## config.mk

```make
export PLATFORM = sky130hd
export DESIGN_NAME = fetch_mask_gen
export DESIGN_NICKNAME = d
export VERILOG_FILES = /design/src/rtl/fmg_pkg.sv /design/src/rtl/fmg_slot_decode.sv /design/src/rtl/fmg_scan.sv /design/src/rtl/fmg_target.sv /design/src/rtl/fetch_mask_gen.sv
export SDC_FILE = /design/constraint.sdc
export NUM_CORES = 2
export LEC_CHECK = 0
export BUFFER_PORTS_ARGS = -buffer_cell sky130_fd_sc_hd__buf_4
export CORE_MARGIN = 1.5
export CORE_UTILIZATION = 30
export CTS_BUF_LIST = sky130_fd_sc_hd__clkbuf_8
export CTS_CLUSTER_DIAMETER = 40
export DETAILED_ROUTE_END_ITERATION = 6
export PLACE_DENSITY = 0.6
export SYNTH_ARGS = -nofsm -noshare
export SYNTH_HDL_FRONTEND = slang
export SYNTH_SLANG_ARGS = --single-unit
export TNS_END_PERCENT = 50
```

## constraint.sdc

```tcl
create_clock -name clk -period 0.8 [get_ports clk]
set_input_delay 0.16 -clock clk [delete_from_list [all_inputs] [get_ports clk]]
set_output_delay 0.16 -clock clk [all_outputs]
set_load 0.01 [all_outputs]
```

## src/rtl/fmg_pkg.sv

```systemverilog
package fmg_pkg;

    typedef enum logic [2:0] {
        K_PLAIN = 3'd0,
        K_COND  = 3'd1,
        K_JUMP  = 3'd2,
        K_CALL  = 3'd3,
        K_RET   = 3'd4,
        K_IND   = 3'd5,
        K_SYS   = 3'd6,
        K_RSVD  = 3'd7
    } kind_e;

    typedef enum logic [2:0] {
        STOP_LIMIT = 3'd0,
        STOP_BRCNT = 3'd1,
        STOP_TAKEN = 3'd2,
        STOP_IBRK  = 3'd3,
        STOP_SYS   = 3'd4,
        STOP_MISS  = 3'd5
    } stop_e;

    typedef enum logic [1:0] {
        TGT_SEQ = 2'd0,
        TGT_REL = 2'd1,
        TGT_RAS = 2'd2,
        TGT_BTB = 2'd3
    } tgt_e;

    typedef enum logic {
        ST_IDLE = 1'b0,
        ST_EMIT = 1'b1
    } fsm_e;

endpackage

```

## src/rtl/fmg_slot_decode.sv

```systemverilog
// Per-slot predecode cleanup: kind normalisation and displacement scaling.
module fmg_slot_decode
    import fmg_pkg::*;
#(
    parameter int ADDR_W = 32,
    parameter int DISP_W = 12
) (
    input  logic [2:0]        raw_kind,
    input  logic [DISP_W-1:0] raw_disp,
    output kind_e             kind,
    output logic [ADDR_W-1:0] byte_disp
);
    localparam int EXT_W = ADDR_W - DISP_W - 2;

    always_comb begin
        kind = (raw_kind == 3'd7) ? K_PLAIN : kind_e'(raw_kind);
        byte_disp = {{EXT_W{raw_disp[DISP_W-1]}}, raw_disp, 2'b00};
    end
endmodule

```

## src/rtl/fmg_scan.sv

```systemverilog
// Walks the slot window from the start offset and applies the stop rules.
module fmg_scan
    import fmg_pkg::*;
#(
    parameter int SLOTS     = 32,
    parameter int OFS_W     = 4,
    parameter int SLOT_W    = 5,
    parameter int CNT_W     = 5,
    parameter int BR_W      = 2,
    parameter int MAX_INSNS = 16,
    parameter int MAX_BR    = 3
) (
    input  logic [OFS_W-1:0]  start,
    input  kind_e             kind_v [SLOTS],
    input  logic [MAX_BR-1:0] pred_taken,
    input  logic              btb_hit,
    input  logic              btb_break,
    output logic [SLOTS-1:0]  mask,
    output logic [CNT_W-1:0]  count,
    output stop_e             stop,
    output tgt_e              sel,
    output logic [SLOT_W-1:0] stop_slot
);
    logic [BR_W-1:0] brs;
    logic            done;
    logic            ind_used;
    logic            fired;

    always_comb begin
        mask      = '0;
        count     = '0;
        brs       = '0;
        stop      = STOP_LIMIT;
        sel       = TGT_SEQ;
        stop_slot = '0;
        done      = 1'b0;
        ind_used  = 1'b0;
        fired     = 1'b0;
        for (int i = 0; i < SLOTS; i++) begin
            if (!done && (i >= int'(start))) begin
                mask[i] = 1'b1;
                count   = count + 1'b1;
                fired   = 1'b0;
                case (kind_v[i])
                    K_COND: begin
                        if (pred_taken[brs]) begin
                            fired = 1'b1;
                            stop  = STOP_TAKEN;
                            sel   = TGT_REL;
                        end
                        brs = brs + 1'b1;
                    end
                    K_JUMP, K_CALL: begin
                        brs   = brs + 1'b1;
                        fired = 1'b1;
                        stop  = STOP_TAKEN;
                        sel   = TGT_REL;
                    end
                    K_RET: begin
                        brs   = brs + 1'b1;
                        fired = 1'b1;
                        stop  = STOP_TAKEN;
                        sel   = TGT_RAS;
                    end
                    K_IND: begin
                        brs = brs + 1'b1;
                        if (ind_used || !btb_hit) begin
                            fired = 1'b1;
                            stop  = STOP_MISS;
                            sel   = TGT_SEQ;
                        end else if (btb_break) begin
                            fired = 1'b1;
                            stop  = STOP_IBRK;
                            sel   = TGT_BTB;
                        end else begin
                            ind_used = 1'b1;
                        end
                    end
                    K_SYS: begin
                        fired = 1'b1;
                        stop  = STOP_SYS;
                        sel   = TGT_SEQ;
                    end
                    default: ;
                endcase
                // Redirect codes outrank the two counting limits.
                if (!fired) begin
                    if (brs == BR_W'(MAX_BR)) begin
                        fired = 1'b1;
                        stop  = STOP_BRCNT;
                        sel   = TGT_SEQ;
                    end else if (count == CNT_W'(MAX_INSNS)) begin
                        fired = 1'b1;
                        stop  = STOP_LIMIT;
                        sel   = TGT_SEQ;
                    end
                end
                if (fired) begin
                    done      = 1'b1;
                    stop_slot = SLOT_W'(i);
                end
            end
        end
    end
endmodule

```

## src/rtl/fmg_target.sv

```systemverilog
// Forms the next fetch address from the slot that closed the group.
module fmg_target
    import fmg_pkg::*;
#(
    parameter int ADDR_W = 32,
    parameter int SLOTS  = 32,
    parameter int SLOT_W = 5
) (
    input  logic [ADDR_W-1:0] line_base,
    input  logic [SLOT_W-1:0] stop_slot,
    input  tgt_e              sel,
    input  logic [ADDR_W-1:0] byte_disp [SLOTS],
    input  logic [ADDR_W-1:0] btb_target,
    input  logic [ADDR_W-1:0] ras_top,
    output logic [ADDR_W-1:0] next_pc
);
    logic [ADDR_W-1:0] slot_pc;

    always_comb begin
        slot_pc = line_base + ADDR_W'({stop_slot, 2'b00});
        unique case (sel)
            TGT_SEQ: next_pc = slot_pc + ADDR_W'(4);
            TGT_REL: next_pc = slot_pc + byte_disp[stop_slot];
            TGT_RAS: next_pc = ras_top;
            TGT_BTB: next_pc = btb_target;
            default: next_pc = slot_pc + ADDR_W'(4);
        endcase
    end
endmodule

```

## src/rtl/fetch_mask_gen.sv

```systemverilog
module fetch_mask_gen
    import fmg_pkg::*;
#(
    parameter int ADDR_W    = 32,
    parameter int LINE      = 16,
    parameter int DISP_W    = 12,
    parameter int MAX_INSNS = 16,
    parameter int MAX_BR    = 3
) (
    input  logic                           clk,
    input  logic                           rst_n,
    input  logic                           req_valid,
    input  logic [ADDR_W-1:2]              fetch_pc,
    input  logic [2*LINE*3-1:0]            slot_kind,
    input  logic [2*LINE*DISP_W-1:0]       slot_disp,
    input  logic [MAX_BR-1:0]              pred_taken,
    input  logic                           btb_hit,
    input  logic                           btb_break,
    input  logic [ADDR_W-1:0]              btb_target,
    input  logic [ADDR_W-1:0]              ras_top,
    output logic                           grp_valid,
    output logic [2*LINE-1:0]              grp_mask,
    output logic [$clog2(MAX_INSNS+1)-1:0] grp_count,
    output logic [ADDR_W-1:0]              grp_next_pc,
    output logic [2:0]                     grp_stop
);
    // MAX_INSNS must not exceed LINE+1 so the window never runs dry.
    localparam int SLOTS  = 2 * LINE;
    localparam int OFS_W  = $clog2(LINE);
    localparam int SLOT_W = $clog2(SLOTS);
    localparam int LB     = OFS_W + 2;
    localparam int CNT_W  = $clog2(MAX_INSNS + 1);
    localparam int BR_W   = $clog2(MAX_BR + 1);

    kind_e             kind_v    [SLOTS];
    logic [ADDR_W-1:0] byte_disp [SLOTS];

    generate
        for (genvar g = 0; g < SLOTS; g++) begin : g_slot
            fmg_slot_decode #(.ADDR_W(ADDR_W), .DISP_W(DISP_W)) u_dec (
                .raw_kind  (slot_kind[g*3 +: 3]),
                .raw_disp  (slot_disp[g*DISP_W +: DISP_W]),
                .kind      (kind_v[g]),
                .byte_disp (byte_disp[g])
            );
        end
    endgenerate

    logic [OFS_W-1:0]  start;
    logic [ADDR_W-1:0] line_base;
    logic [SLOTS-1:0]  scan_mask;
    logic [CNT_W-1:0]  scan_count;
    stop_e             scan_stop;
    tgt_e              scan_sel;
    logic [SLOT_W-1:0] scan_slot;
    logic [ADDR_W-1:0] scan_next;

    assign start     = fetch_pc[LB-1:2];
    assign line_base = {fetch_pc[ADDR_W-1:LB], {LB{1'b0}}};

    fmg_scan #(
        .SLOTS(SLOTS), .OFS_W(OFS_W), .SLOT_W(SLOT_W), .CNT_W(CNT_W),
        .BR_W(BR_W), .MAX_INSNS(MAX_INSNS), .MAX_BR(MAX_BR)
    ) u_scan (
        .start      (start),
        .kind_v     (kind_v),
        .pred_taken (pred_taken),
        .btb_hit    (btb_hit),
        .btb_break  (btb_break),
        .mask       (scan_mask),
        .count      (scan_count),
        .stop       (scan_stop),
        .sel        (scan_sel),
        .stop_slot  (scan_slot)
    );

    fmg_target #(.ADDR_W(ADDR_W), .SLOTS(SLOTS), .SLOT_W(SLOT_W)) u_tgt (
        .line_base  (line_base),
        .stop_slot  (scan_slot),
        .sel        (scan_sel),
        .byte_disp  (byte_disp),
        .btb_target (btb_target),
        .ras_top    (ras_top),
        .next_pc    (scan_next)
    );

    // Result controller
    fsm_e state, state_nx;

    always_comb begin
        unique case (state)
            ST_IDLE: state_nx = req_valid ? ST_EMIT : ST_IDLE;
            ST_EMIT: state_nx = req_valid ? ST_EMIT : ST_IDLE;
            default: state_nx = ST_IDLE;
        endcase
    end

    always_ff @(posedge clk or negedge rst_n) begin
        if (!rst_n) state <= ST_IDLE;
        else        state <= state_nx;
    end

    always_ff @(posedge clk or negedge rst_n) begin
        if (!rst_n) begin
            grp_mask    <= '0;
            grp_count   <= '0;
            grp_next_pc <= '0;
            grp_stop    <= '0;
        end else if (req_valid) begin
            grp_mask    <= scan_mask;
            grp_count   <= scan_count;
            grp_next_pc <= scan_next;
            grp_stop    <= scan_stop;
        end
    end

    assign grp_valid = (state == ST_EMIT);

    a_r1_count_matches_mask: assert property (@(posedge clk) disable iff (!rst_n)
        grp_valid |-> (int'(grp_count) == $countones(grp_mask)));

    a_r1_mask_contiguous: assert property (@(posedge clk) disable iff (!rst_n)
        grp_valid |-> (((grp_mask + (grp_mask & (~grp_mask + 1'b1))) & grp_mask) == '0));

    a_r2_count_bounded: assert property (@(posedge clk) disable iff (!rst_n)
        grp_valid |-> (grp_count != '0 && int'(grp_count) <= MAX_INSNS));

    a_r2_limit_full: assert property (@(posedge clk) disable iff (!rst_n)
        (grp_valid && grp_stop == STOP_LIMIT) |-> (int'(grp_count) == MAX_INSNS));

    a_r9_emit_after_req: assert property (@(posedge clk) disable iff (!rst_n)
        req_valid |=> grp_valid);

    a_r9_quiet_without_req: assert property (@(posedge clk) disable iff (!rst_n)
        !req_valid |=> !grp_valid);

    a_r10_stop_code_range: assert property (@(posedge clk) disable iff (!rst_n)
        grp_valid |-> (grp_stop <= 3'd5));
endmodule

```

==> summary.txt <==
Row cnt: 111
CP max-delay cell: mux4_2
Max clock buf depth: 2
Vias in the first global route: 41400
Design area: 52600 um2
Synth Area in XOR/XNOR: 7.08%
Main combinational cell family by area after synthesis: compound AO/OA/AOI/OAI gates
Max cap viols: 0
Worst path max stage delay: 0.57 ns
Hold Path Class: input pin to flip-flop
Routed length per placed instance: 23.2 um
Synth area leaders: mux4_2 7.4%, dfrtp_1 6.5%, nand2_1 5.9%, a21oi_1 5.2%, xnor2_1 5.1%
Total CTS buffers: 9
CP arrival: 26.96 ns
PwrDens: 4260 nW/um2
Root Buffer: clkbuf_8
Worst-path fanout max: 7
Async SR Flop Fraction: 100%
Simple-gate share of the synthesized area: 28.3%
Htree depth: 3
Tmin final: 26.62 ns
Crit share post-route: 3330%
Worst-Margin Slew: 0.887 ns
DRT iter0 DRCs: 3344
Reg clk slew, reported paths: 0.10 ns
TritonCTS Sinks: 73
Worst IR Drop VDD: 2.93 mV
Endpoints failing setup: 145
Clock tree from TritonCTS: done
First-pass GRT wire length: 248 mm
Fin nets: 6848
R2R depth: 1
Vias: 42300
Dpl cell area: 46600 um2
Slew headroom: 39.3%
Setup crit end kind: flip-flop
Synthesized area per cell: 7.13 um2
GPL Wtd Cong: 1.01
Syn_nets: 4573
Buf+Inv Stages, Crit Path: 15
Post-DRT Antenna Nets: 0
Synth Warn #: 0
Worst-Skew Late Latency: 0.45 ns
Violated checks: negative setup slack
TritonRoute pass-1 iters: 7
Critical Path Source Type: input pin
Status: finished, violations left
Crit Path Class: input pin to flip-flop
Clk_skew: 0 ns
PnR worst setup slack: -25.82 ns
EDFF count, synth: 0
Final Hold Fails: 0
Cell with the most instances after synthesis: nand2_1
Post-synthesis adder-cell area fraction: 3.01%
Synth Cell Area: 28000 um2
Gr usage total: 34.3%
Unrepaired setup endpoints after global routing: true
Count of different cell masters after synthesis: 147
DRC viols: 0
Initial cell density of the core: 30.4%
DIE WIDTH: 308 um
Seq cells post-synth: 73
Total congestion overflow: 0
WHS Path Cells: 4
Share of the synthesized area in the top cell type: 7.41%
Ports: 655
Crit-path most repeated cell: a21oi_2
Compound-Gate Fraction of Synth Area: 34.0%
Pins Over Slew Limit: 0
Via density per instance: 5.66
Leak Pwr: 23.8 nW
FILL cells: 8440
Register area share after synthesis: 6.53%
Setup tns final: -1252.75 ns
Fmax: 37.6 MHz
I/O Buffers: 654
Top delay family on crit path: compound AO/OA/AOI/OAI gates
Ys flop type: dfrtp_1
Yosys top cell by area: mux4_2
Post-synth top cells: 443 x nand2_1, 340 x nor2_1, 290 x a21oi_1
Required time of the critical path: 1.14 ns
Share of layout cells above drive strength 1: 55.5%
Die height: 308 um
Post-layout util: 57.1%
Post-Route WL: 173 mm
Die area: 95100 um2
CORE AREA: 92100 um2
Mux cell area share after synthesis: 15.6%
Hpwl dp: 139 mm
Reg-to-reg slack, setup: -0.03 ns
Antenna violations before repair: 20
Mapped Cells: 3926
Synth-to-layout area growth: 88.0%
Pin count of the biggest net entering global routing: 61
WP depth: 143
kinds of logic (layout without fill, tap and decap cells):
| kind of cell | after synthesis | count (layout) |
|---|---|---|
| flops | 73 | 73 |
| compound gates | 1331 | 1332 |
| other cells | 0 | 13 |
| xor+xnor | 209 | 209 |
| mux | 302 | 302 |
| fa+ha+maj | 67 | 67 |
| simple gates | 1568 | 1568 |
| buf+inv | 376 | 2655 |
worst paths after layout:
| check | start | endpoint |
|---|---|---|
| worst min-delay path | btb_target[1] | grp_next_pc[1] |
| max in group asynchronous | rst_n | grp_mask[25] |
| worst min register to register | grp_next_pc[2] | grp_next_pc[2] |
| min in group asynchronous | rst_n | grp_mask[3] |
| worst max-delay path | fetch_pc[2] | grp_next_pc[31] |
| worst max register to register | grp_mask[8] | grp_mask[8] |
power breakdown:
part           total [mW]  switching [mW]  leakage (nW)  internal, mW
Sequential           5.78           0.877         0.919          4.91
Combinational         214             103          22.8           111
Clock                4.41            2.58         0.114          1.83
worst min-delay path, stage by stage:
cell and delay, ns:
buf_4 0.08, mux2_4 0.13, nand3_2 0.06, o21ai_1 0.06
state kept, by name, summed over array words and instances (netlist names):
| register | flops |
|---|---|
| grp_stop | 3 |
| grp_mask | 32 |
| grp_count | 5 |
| grp_valid | 1 |
| grp_next_pc | 32 |
what timing repair did:
action / 4_1_cts / 5_1_grt
hold buffers: 1 / 0
endpoints found under the setup margin: 145 / 145
endpoints found under the hold margin: 73 / 0
gates resized for setup: 379 / 388
buffers inserted: 176 / 114
pin swaps: 166 / 213
gates cloned: 1 / 4
cells in the final DEF, fill, tap and decap left out, drive strengths merged, types with 34 or more instances in the layout:
master	netlist	routed
buf	82	2505
nand2	445	445
nor2	345	345
a21oi	299	299
o21ai	275	275
xnor2	168	168
nand3	167	167
mux2	131	131
inv	127	130
nor3	127	127
mux4	92	92
mux2i	79	79
dfrtp	73	73
a211oi	65	65
ha	64	64
o211ai	63	63
and2	63	63
a21o	61	62
nand4	58	58
and3	56	56
nor2b	50	50
a31oi	49	49
nand2b	48	48
nor4	43	43
or2	36	36
xor2	34	34
area by class of cell:
type                       count  area, um2  share of cell area [%]
antenna                       13       32.5                  0.0618
clock buffer                   9        124                   0.235
clock inverter                 7        108                   0.205
inverter                     129        503                   0.956
multi-input combinational   3478      28600                    54.4
sequential                    73       1830                    3.48
tap                         1243       1560                    2.96
timing repair buffer        2510      19800                    37.7
per-stage QoR:
| step | cells | hold slack [ns] | power, mW | worst slack [ns] |
|---|---|---|---|---|
| 6_report | 7462 | 0.0745 | 224 | -25.82 |
| 5_1_grt | 7457 | 0.0517 | 235 | -26.83 |
| 4_1_cts | 7357 | 0.0365 | 199 | -24.94 |
| 3_5_place_dp | 7173 | 0.196 | 172 | -26.83 |
| 3_3_place_gp | 7173 | 0.199 | 171 | -26.54 |
| 2_1_floorplan | 3926 | -0.136 | 91.5 | -26.82 |
layer usage:
layer  routed length, um  global-route usage, %  up-vias
li1                    -                      -    19600
met1               65100                   38.7    20300
met2               82300                   58.7     1808
met3               11200                   6.06      561
met4               14600                   23.7       10
met5                  67                      0        -
(Power assumes the default switching activity.)
